<file path="src/rtl/gpio_ioc_pkg.sv">
package gpio_ioc_pkg;
  localparam int ADDR_W = 3;

  typedef enum logic [ADDR_W-1:0] {
    A_DIR  = 3'd0,
    A_EN   = 3'd1,
    A_MODE = 3'd2,
    A_REF  = 3'd3,
    A_CFG  = 3'd4,
    A_CAP  = 3'd5,
    A_PORT = 3'd6
  } ioc_addr_e;

  localparam int CFG_W        = 3;
  localparam int CFG_CLR_CAP  = 0;
  localparam int CFG_POL_HIGH = 1;
  localparam int CFG_OPEN_DR  = 2;
endpackage

</file>
<file path="src/rtl/ioc_regs.sv">
module ioc_regs
  import gpio_ioc_pkg::*;
#(
  parameter int W = 8
) (
  input  logic              clk,
  input  logic              rst_n,
  input  logic [ADDR_W-1:0] addr_i,
  input  logic              wr_i,
  input  logic [W-1:0]      wdata_i,
  input  logic [W-1:0]      cap_i,
  input  logic [W-1:0]      port_i,
  output logic [W-1:0]      rdata_o,
  output logic [W-1:0]      dir_o,
  output logic [W-1:0]      en_o,
  output logic [W-1:0]      mode_o,
  output logic [W-1:0]      ref_o,
  output logic [CFG_W-1:0]  cfg_o
);
  logic [W-1:0]     dir_q, en_q, mode_q, ref_q;
  logic [W-1:0]     dir_d, en_d, mode_d, ref_d;
  logic [CFG_W-1:0] cfg_q, cfg_d;

  always_comb begin
    dir_d  = dir_q;
    en_d   = en_q;
    mode_d = mode_q;
    ref_d  = ref_q;
    cfg_d  = cfg_q;
    if (wr_i) begin
      case (addr_i)
        A_DIR:   dir_d  = wdata_i;
        A_EN:    en_d   = wdata_i;
        A_MODE:  mode_d = wdata_i;
        A_REF:   ref_d  = wdata_i;
        A_CFG:   cfg_d  = wdata_i[CFG_W-1:0];
        default: ;
      endcase
    end
  end

  always_ff @(posedge clk or negedge rst_n) begin
    if (!rst_n) begin
      dir_q  <= '0;
      en_q   <= '0;
      mode_q <= '0;
      ref_q  <= '0;
      cfg_q  <= '0;
    end else if (wr_i) begin
      dir_q  <= dir_d;
      en_q   <= en_d;
      mode_q <= mode_d;
      ref_q  <= ref_d;
      cfg_q  <= cfg_d;
    end
  end

  always_comb begin
    rdata_o = '0;
    case (addr_i)
      A_DIR:   rdata_o = dir_q;
      A_EN:    rdata_o = en_q;
      A_MODE:  rdata_o = mode_q;
      A_REF:   rdata_o = ref_q;
      A_CFG:   rdata_o = W'(cfg_q);
      A_CAP:   rdata_o = cap_i;
      A_PORT:  rdata_o = port_i;
      default: rdata_o = '0;
    endcase
  end

  assign dir_o  = dir_q;
  assign en_o   = en_q;
  assign mode_o = mode_q;
  assign ref_o  = ref_q;
  assign cfg_o  = cfg_q;
endmodule

</file>
<file path="src/rtl/ioc_detect.sv">
module ioc_detect #(
  parameter int W         = 8,
  parameter int SYNC_LEN  = 2
) (
  input  logic         clk,
  input  logic         rst_n,
  input  logic [W-1:0] pin_i,
  input  logic [W-1:0] dir_i,
  input  logic [W-1:0] en_i,
  input  logic [W-1:0] mode_i,
  input  logic [W-1:0] ref_i,
  output logic [W-1:0] sync_o,
  output logic [W-1:0] hit_o
);
  localparam int PRIME_CYC = SYNC_LEN + 1;
  localparam int PC_W      = $clog2(PRIME_CYC + 1);

  logic [W-1:0]    stage_q [SYNC_LEN];
  logic [W-1:0]    prev_q;
  logic [PC_W-1:0] prime_q, prime_d;
  logic            primed;

  genvar gs;
  generate
    for (gs = 0; gs < SYNC_LEN; gs++) begin : g_sync
      always_ff @(posedge clk or negedge rst_n) begin
        if (!rst_n) stage_q[gs] <= '0;
        else if (gs == 0) stage_q[gs] <= pin_i;
        else stage_q[gs] <= stage_q[gs-1];
      end
    end
  endgenerate

  assign sync_o = stage_q[SYNC_LEN-1];
  assign primed = (prime_q == PC_W'(PRIME_CYC));

  always_comb begin
    prime_d = primed ? prime_q : prime_q + 1'b1;
  end

  always_ff @(posedge clk or negedge rst_n) begin
    if (!rst_n) begin
      prime_q <= '0;
      prev_q  <= '0;
    end else begin
      prime_q <= prime_d;
      prev_q  <= sync_o;
    end
  end

  genvar gp;
  generate
    for (gp = 0; gp < W; gp++) begin : g_pin
      logic diff;
      assign diff      = mode_i[gp] ? (sync_o[gp] ^ ref_i[gp]) : (sync_o[gp] ^ prev_q[gp]);
      assign hit_o[gp] = primed & dir_i[gp] & en_i[gp] & diff;
    end
  endgenerate

  assert_pin_gate_R1: assert property (@(posedge clk) disable iff (!rst_n)
    (hit_o & ~(dir_i & en_i)) == '0);
endmodule

</file>
<file path="src/rtl/ioc_capture.sv">
module ioc_capture
  import gpio_ioc_pkg::*;
#(
  parameter int W = 8
) (
  input  logic              clk,
  input  logic              rst_n,
  input  logic [W-1:0]      sync_i,
  input  logic [W-1:0]      hit_i,
  input  logic [ADDR_W-1:0] addr_i,
  input  logic              rd_done_i,
  input  logic              clr_cap_i,
  output logic              active_o,
  output logic [W-1:0]      cap_o
);
  logic         active_q, active_d;
  logic [W-1:0] cap_q, cap_d;
  logic         clr, any_hit, cap_en;
  ioc_addr_e    clr_addr;

  assign clr_addr = clr_cap_i ? A_CAP : A_PORT;
  assign clr      = rd_done_i && (addr_i == clr_addr);
  assign any_hit  = |hit_i;
  assign cap_en   = any_hit && (!active_q || clr);

  always_comb begin
    active_d = active_q;
    cap_d    = cap_q;
    if (cap_en) begin
      active_d = 1'b1;
      cap_d    = sync_i;
    end else if (clr) begin
      active_d = 1'b0;
    end
  end

  always_ff @(posedge clk or negedge rst_n) begin
    if (!rst_n) begin
      active_q <= 1'b0;
      cap_q    <= '0;
    end else begin
      active_q <= active_d;
      if (cap_en) cap_q <= cap_d;
    end
  end

  assign active_o = active_q;
  assign cap_o    = cap_q;

  assert_first_capture_R3: assert property (@(posedge clk) disable iff (!rst_n)
    (!active_q && any_hit) |=> (active_q && cap_q == $past(sync_i)));

  assert_freeze_R4: assert property (@(posedge clk) disable iff (!rst_n)
    (active_q && !clr) |=> (active_q && $stable(cap_q)));

  assert_clear_R5: assert property (@(posedge clk) disable iff (!rst_n)
    (active_q && clr && !any_hit) |=> !active_q);

  assert_refire_R7: assert property (@(posedge clk) disable iff (!rst_n)
    (clr && any_hit) |=> (active_q && cap_q == $past(sync_i)));
endmodule

</file>
<file path="src/rtl/ioc_drive.sv">
module ioc_drive (
  input  logic active_i,
  input  logic pol_high_i,
  input  logic open_drain_i,
  output logic irq_o,
  output logic irq_oe
);
  always_comb begin
    if (open_drain_i) begin
      irq_oe = active_i;
      irq_o  = 1'b0;
    end else begin
      irq_oe = 1'b1;
      irq_o  = pol_high_i ? active_i : ~active_i;
    end
  end

  always_comb begin
    assert_od_low_R8: assert (!(open_drain_i && irq_oe && irq_o));
  end
endmodule

</file>
<file path="src/rtl/gpio_ioc_ctrl.sv">
module gpio_ioc_ctrl
  import gpio_ioc_pkg::*;
#(
  parameter int W        = 8,
  parameter int SYNC_LEN = 2
) (
  input  logic              clk,
  input  logic              rst_n,
  input  logic [W-1:0]      port_i,
  input  logic [ADDR_W-1:0] reg_addr,
  input  logic              reg_wr,
  input  logic [W-1:0]      reg_wdata,
  input  logic              reg_rd_done,
  output logic [W-1:0]      reg_rdata,
  output logic              irq_o,
  output logic              irq_oe
);
  logic             rst_meta_q, rst_sync_n;
  logic [W-1:0]     dir, en, mode, refv, sync, hit, cap;
  logic [CFG_W-1:0] cfg;
  logic             active;

  always_ff @(posedge clk or negedge rst_n) begin
    if (!rst_n) begin
      rst_meta_q <= 1'b0;
      rst_sync_n <= 1'b0;
    end else begin
      rst_meta_q <= 1'b1;
      rst_sync_n <= rst_meta_q;
    end
  end

  ioc_regs #(.W(W)) u_regs (
    .clk(clk), .rst_n(rst_sync_n), .addr_i(reg_addr), .wr_i(reg_wr),
    .wdata_i(reg_wdata), .cap_i(cap), .port_i(sync), .rdata_o(reg_rdata),
    .dir_o(dir), .en_o(en), .mode_o(mode), .ref_o(refv), .cfg_o(cfg)
  );

  ioc_detect #(.W(W), .SYNC_LEN(SYNC_LEN)) u_detect (
    .clk(clk), .rst_n(rst_sync_n), .pin_i(port_i), .dir_i(dir), .en_i(en),
    .mode_i(mode), .ref_i(refv), .sync_o(sync), .hit_o(hit)
  );

  ioc_capture #(.W(W)) u_capture (
    .clk(clk), .rst_n(rst_sync_n), .sync_i(sync), .hit_i(hit),
    .addr_i(reg_addr), .rd_done_i(reg_rd_done), .clr_cap_i(cfg[CFG_CLR_CAP]),
    .active_o(active), .cap_o(cap)
  );

  ioc_drive u_drive (
    .active_i(active), .pol_high_i(cfg[CFG_POL_HIGH]),
    .open_drain_i(cfg[CFG_OPEN_DR]), .irq_o(irq_o), .irq_oe(irq_oe)
  );
endmodule

</file>
<file path="config.mk">
export PLATFORM = sky130hd
export DESIGN_NAME = gpio_ioc_ctrl
export DESIGN_NICKNAME = d
export VERILOG_FILES = /design/src/rtl/gpio_ioc_pkg.sv /design/src/rtl/ioc_regs.sv /design/src/rtl/ioc_detect.sv /design/src/rtl/ioc_capture.sv /design/src/rtl/ioc_drive.sv /design/src/rtl/gpio_ioc_ctrl.sv
export SDC_FILE = /design/constraint.sdc
export NUM_CORES = 1
export LEC_CHECK = 0
export CAP_MARGIN = 40
export CORE_ASPECT_RATIO = 1.25
export CORE_UTILIZATION = 30
export CTS_CLUSTER_DIAMETER = 40
export DETAILED_ROUTE_END_ITERATION = 7
export PLACE_DENSITY = 0.54
export SYNTH_ARGS = -nofsm -noshare
export SYNTH_HDL_FRONTEND = slang
export SYNTH_SLANG_ARGS = --single-unit
</file>
<file path="constraint.sdc">
create_clock -name clk -period 4.3 [get_ports clk]
set_input_delay 0.43 -clock clk [delete_from_list [all_inputs] [get_ports clk]]
set_output_delay 0.43 -clock clk [all_outputs]
set_load 0.02 [all_outputs]
</file>
==> reports/results.tsv <==
metric	value	unit
Mapped Nets	257	
sequential cell area	0.00180	mm²
PD cells	503	mW/mm²
Sw Pwr	0.541	mW
area leader, netlist	dfrtp_1	
Die Wd	95.5	µm
Final #Nets	293	
VDD IR max	146	µV
actual slew at the worst max-slew pin	853	ps
global-route wire length before repair	12000	µm
Detailed Routing Iterations Pass 1	5	
Buffers on Ports	32	
RSZ-0062 raised after global routing	false	
initial antenna violation count	0	
Syn Inst Count	233	
CP Data Arrival Time	2800	ps
io pins	33	
Cell Area, Synth	0.00328	mm²
drt initial violations	96	
TNS Setup	0	ps
Worst R2R Setup Slack	1790	ps
Setup crit start kind	input port	
ys flop type	dfrtp_1	
Final ANT Viol Nets	0	
CP most frequent cell	clkdlybuf4s50_1	
Crit-path slowest cell	clkdlybuf4s50_1	
final slew viol count	0	
Critical path buffers and inverters	2	
DP Area	0.00374	mm²
drt wl/cell	18.1	µm
Core Region	0.0106	mm²
Clock Path Buffers	2	
met3 wire len	273	µm
vias	2055	
Setup Skew	5.83	ps
Avg Cell Area, Syn	14.1	µm²
full die area	0.0114	mm²
highest clock rate	309	MHz
final setup margin	1070	ps
met2 wire length	3580	µm
CTS root buf	clkbuf_16	
final hold vios	0	
Placer Congestion	0.793	
leak pwr	1.67	nW
max cap viols	0	
Worst path top cell family by delay	buffers and inverters	
Synth async-reset ratio	100	%
critical path class	input port to output pin	
worst-path cell chain	clkdlybuf4s50_1 > nor2b_1 > a22oi_1 > o221ai_1 > clkdlybuf4s50_1	
Max Used Layer	met4	
fin crit period	3230	ps
sw frac	26.7	%
Post-CTS Setup Bufs	0	
WL final	7350	µm
highest net fanout along the worst path	17	
largest net degree at the start of global routing	37	
sequential area share after synthesis	54.9	%
post-cts resize count	0	
vias in the first global route	2113	
TritonCTS Buffers	9	
Seq pwr share	45.1	%
later-pin clock latency in the skew report	330	ps
Hold-fix buffers, CTS	0	
DR vias/cell	5.06	
number of flops mapped to enable cells by yosys	0	
ant diodes	0	
Critical Path RT	3870	ps
fin crit share	75.2	%
warnings from Yosys	0	
H-Tree Depth	3	
GRT overflow	0	
slew margin rel.	43.1	%
GRT Resource Usage Total	14.6	%
Setup crit end kind	output pin	
Area contributors post-synth	dfrtp_1 (55%), mux2_2 (11%), mux2i_1 (5.8%)	
Row Count	42	
die height	119	µm
Cell variety after synth	38	
CTS tree	yes	
status	completed	
Yosys top cell area share	54.9	%
Reg clk slew, reported paths	50	ps
area grow syn2layout	22.7	%
Finished Cell Area	0.00403	mm²
Multi-input gate area	0.00142	mm²
fill count	1031	
slowest stage delay, CP	780	ps
Sink Count	72	
share of layout cells above drive strength 1	25.2	%
worst min path class	input port to asynchronous set/reset pin	
internal cell power	1.48	mW
setup violators final	0	
Yosys reg bits	72	
clock power share	34.8	%
Metal-1 WL	3230	µm
Remaining DRCs	0	
initial core utilization	30.9	%
Final HPWL DP	4970	µm
Gate power share	20.1	%
Setup WS pre-CTS	1060	ps
[cell type report]
type	count	area share (%)
inverters	1	0.0932
multi-input cells	149	35.2
flip-flops and latches	72	44.8
well taps	132	4.10
repair buffers	36	8.70
clock buffers	13	6.71
clock inverters	3	0.373
[kinds of logic after synthesis]
logic type               after synthesis  synth area share [%]
adder cells (fa/ha/maj)                1                 0.381
AND/OR/NAND/NOR                       47                  10.3
buffers and inverters                 12                  2.29
flip-flops                            72                  54.9
AO/OA/AOI/OAI                         26                  5.72
XOR/XNOR                               2                 0.534
other                                  1                 0.114
multiplexers                          72                  25.7
[synth_stat cells, drive strengths merged, types with 4 or more instances]
cell    instances
a21oi           9
a221oi          6
a22oi           6
buf             7
clkbuf          4
dfrtp          72
mux2           49
mux2i          21
nand2           4
nand4           8
nand4b          9
nor2           10
[sequential cells by signal, summed over array words and instances (netlist names)]
name                count
rst_meta_q              1
rst_sync_n              1
u_capture.active_o      1
u_capture.cap_o         8
u_detect.prev_q         8
u_detect.prime_q        2
u_detect.stage_q        8
u_detect.sync_o         8
u_regs.cfg_o            3
u_regs.dir_o            8
u_regs.en_o             8
u_regs.mode_o           8
u_regs.ref_o            8
[worst reg2reg max path, stage by stage (launching register included)]
cell     delay, ps
dfrtp_1        360
ha_1           650
nand4_1        230
mux2i_2        300
nor4_4          80
a22oi_4        430
mux2_4         350
[power groups by stage]
stage / clock network (mW) / logic, mW / registers, mW
after floorplan: 0 / 0.302 / 0.893
after global placement: 0 / 0.403 / 0.926
after detailed placement: 0 / 0.408 / 0.926
after CTS: 0.729 / 0.412 / 0.914
after global routing: 0.751 / 0.441 / 0.935
final: 0.704 / 0.407 / 0.914
[metrics by stage]
| stage | power (mW) | std cells | utilization, % | hold WS, ps |
|---|---|---|---|---|
| floorplan | 1.20 | 233 | - | 134 |
| global placement | 1.33 | 390 | 35.2 | 332 |
| detailed placement | 1.33 | 390 | 35.2 | 336 |
| CTS | 2.06 | 406 | 37.9 | 255 |
| global route | 2.13 | 406 | 37.9 | 267 |
| finish | 2.03 | 406 | 37.9 | 267 |
[per-layer routing]
layer / up-vias / track usage [%]
li1: 946 / -
met1: 1047 / 18.7
met2: 44 / 22.3
met3: 18 / 3.45
met4: 0 / 8.12
met5: - / 0
[final timing paths]
check	from	endpoint	cells past startpoint
worst max-delay path	reg_addr[1]	reg_rdata[1]	5
worst min-delay path	rst_n	rst_meta_q	1
worst max register to register	u_detect.prime_q[0]	u_capture.cap_o[3]	6
worst min register to register	u_detect.stage_q[15]	u_detect.sync_o[7]	0
max in group asynchronous	rst_sync_n	u_detect.sync_o[4]	1
min in group clk	u_detect.stage_q[15]	u_detect.sync_o[7]	0
[layout by cell type (no fill, tap or decap), drive strengths merged, types with 2 or more instances in the layout]
cell type       n
clkdlybuf4s50  32
nand4           8
a21oi           9
buf             4
clkbuf         13
clkinv          3
dfrtp          72
o22ai           2
nor2b           3
mux4            2
and2b           2
nand3           3
a221oi          6
nand2           4
mux2           49
nor4            2
nor2           10
nand4b          9
o21ai           2
a22oi           6
mux2i          21
Power figures use the tool's default switching activity.
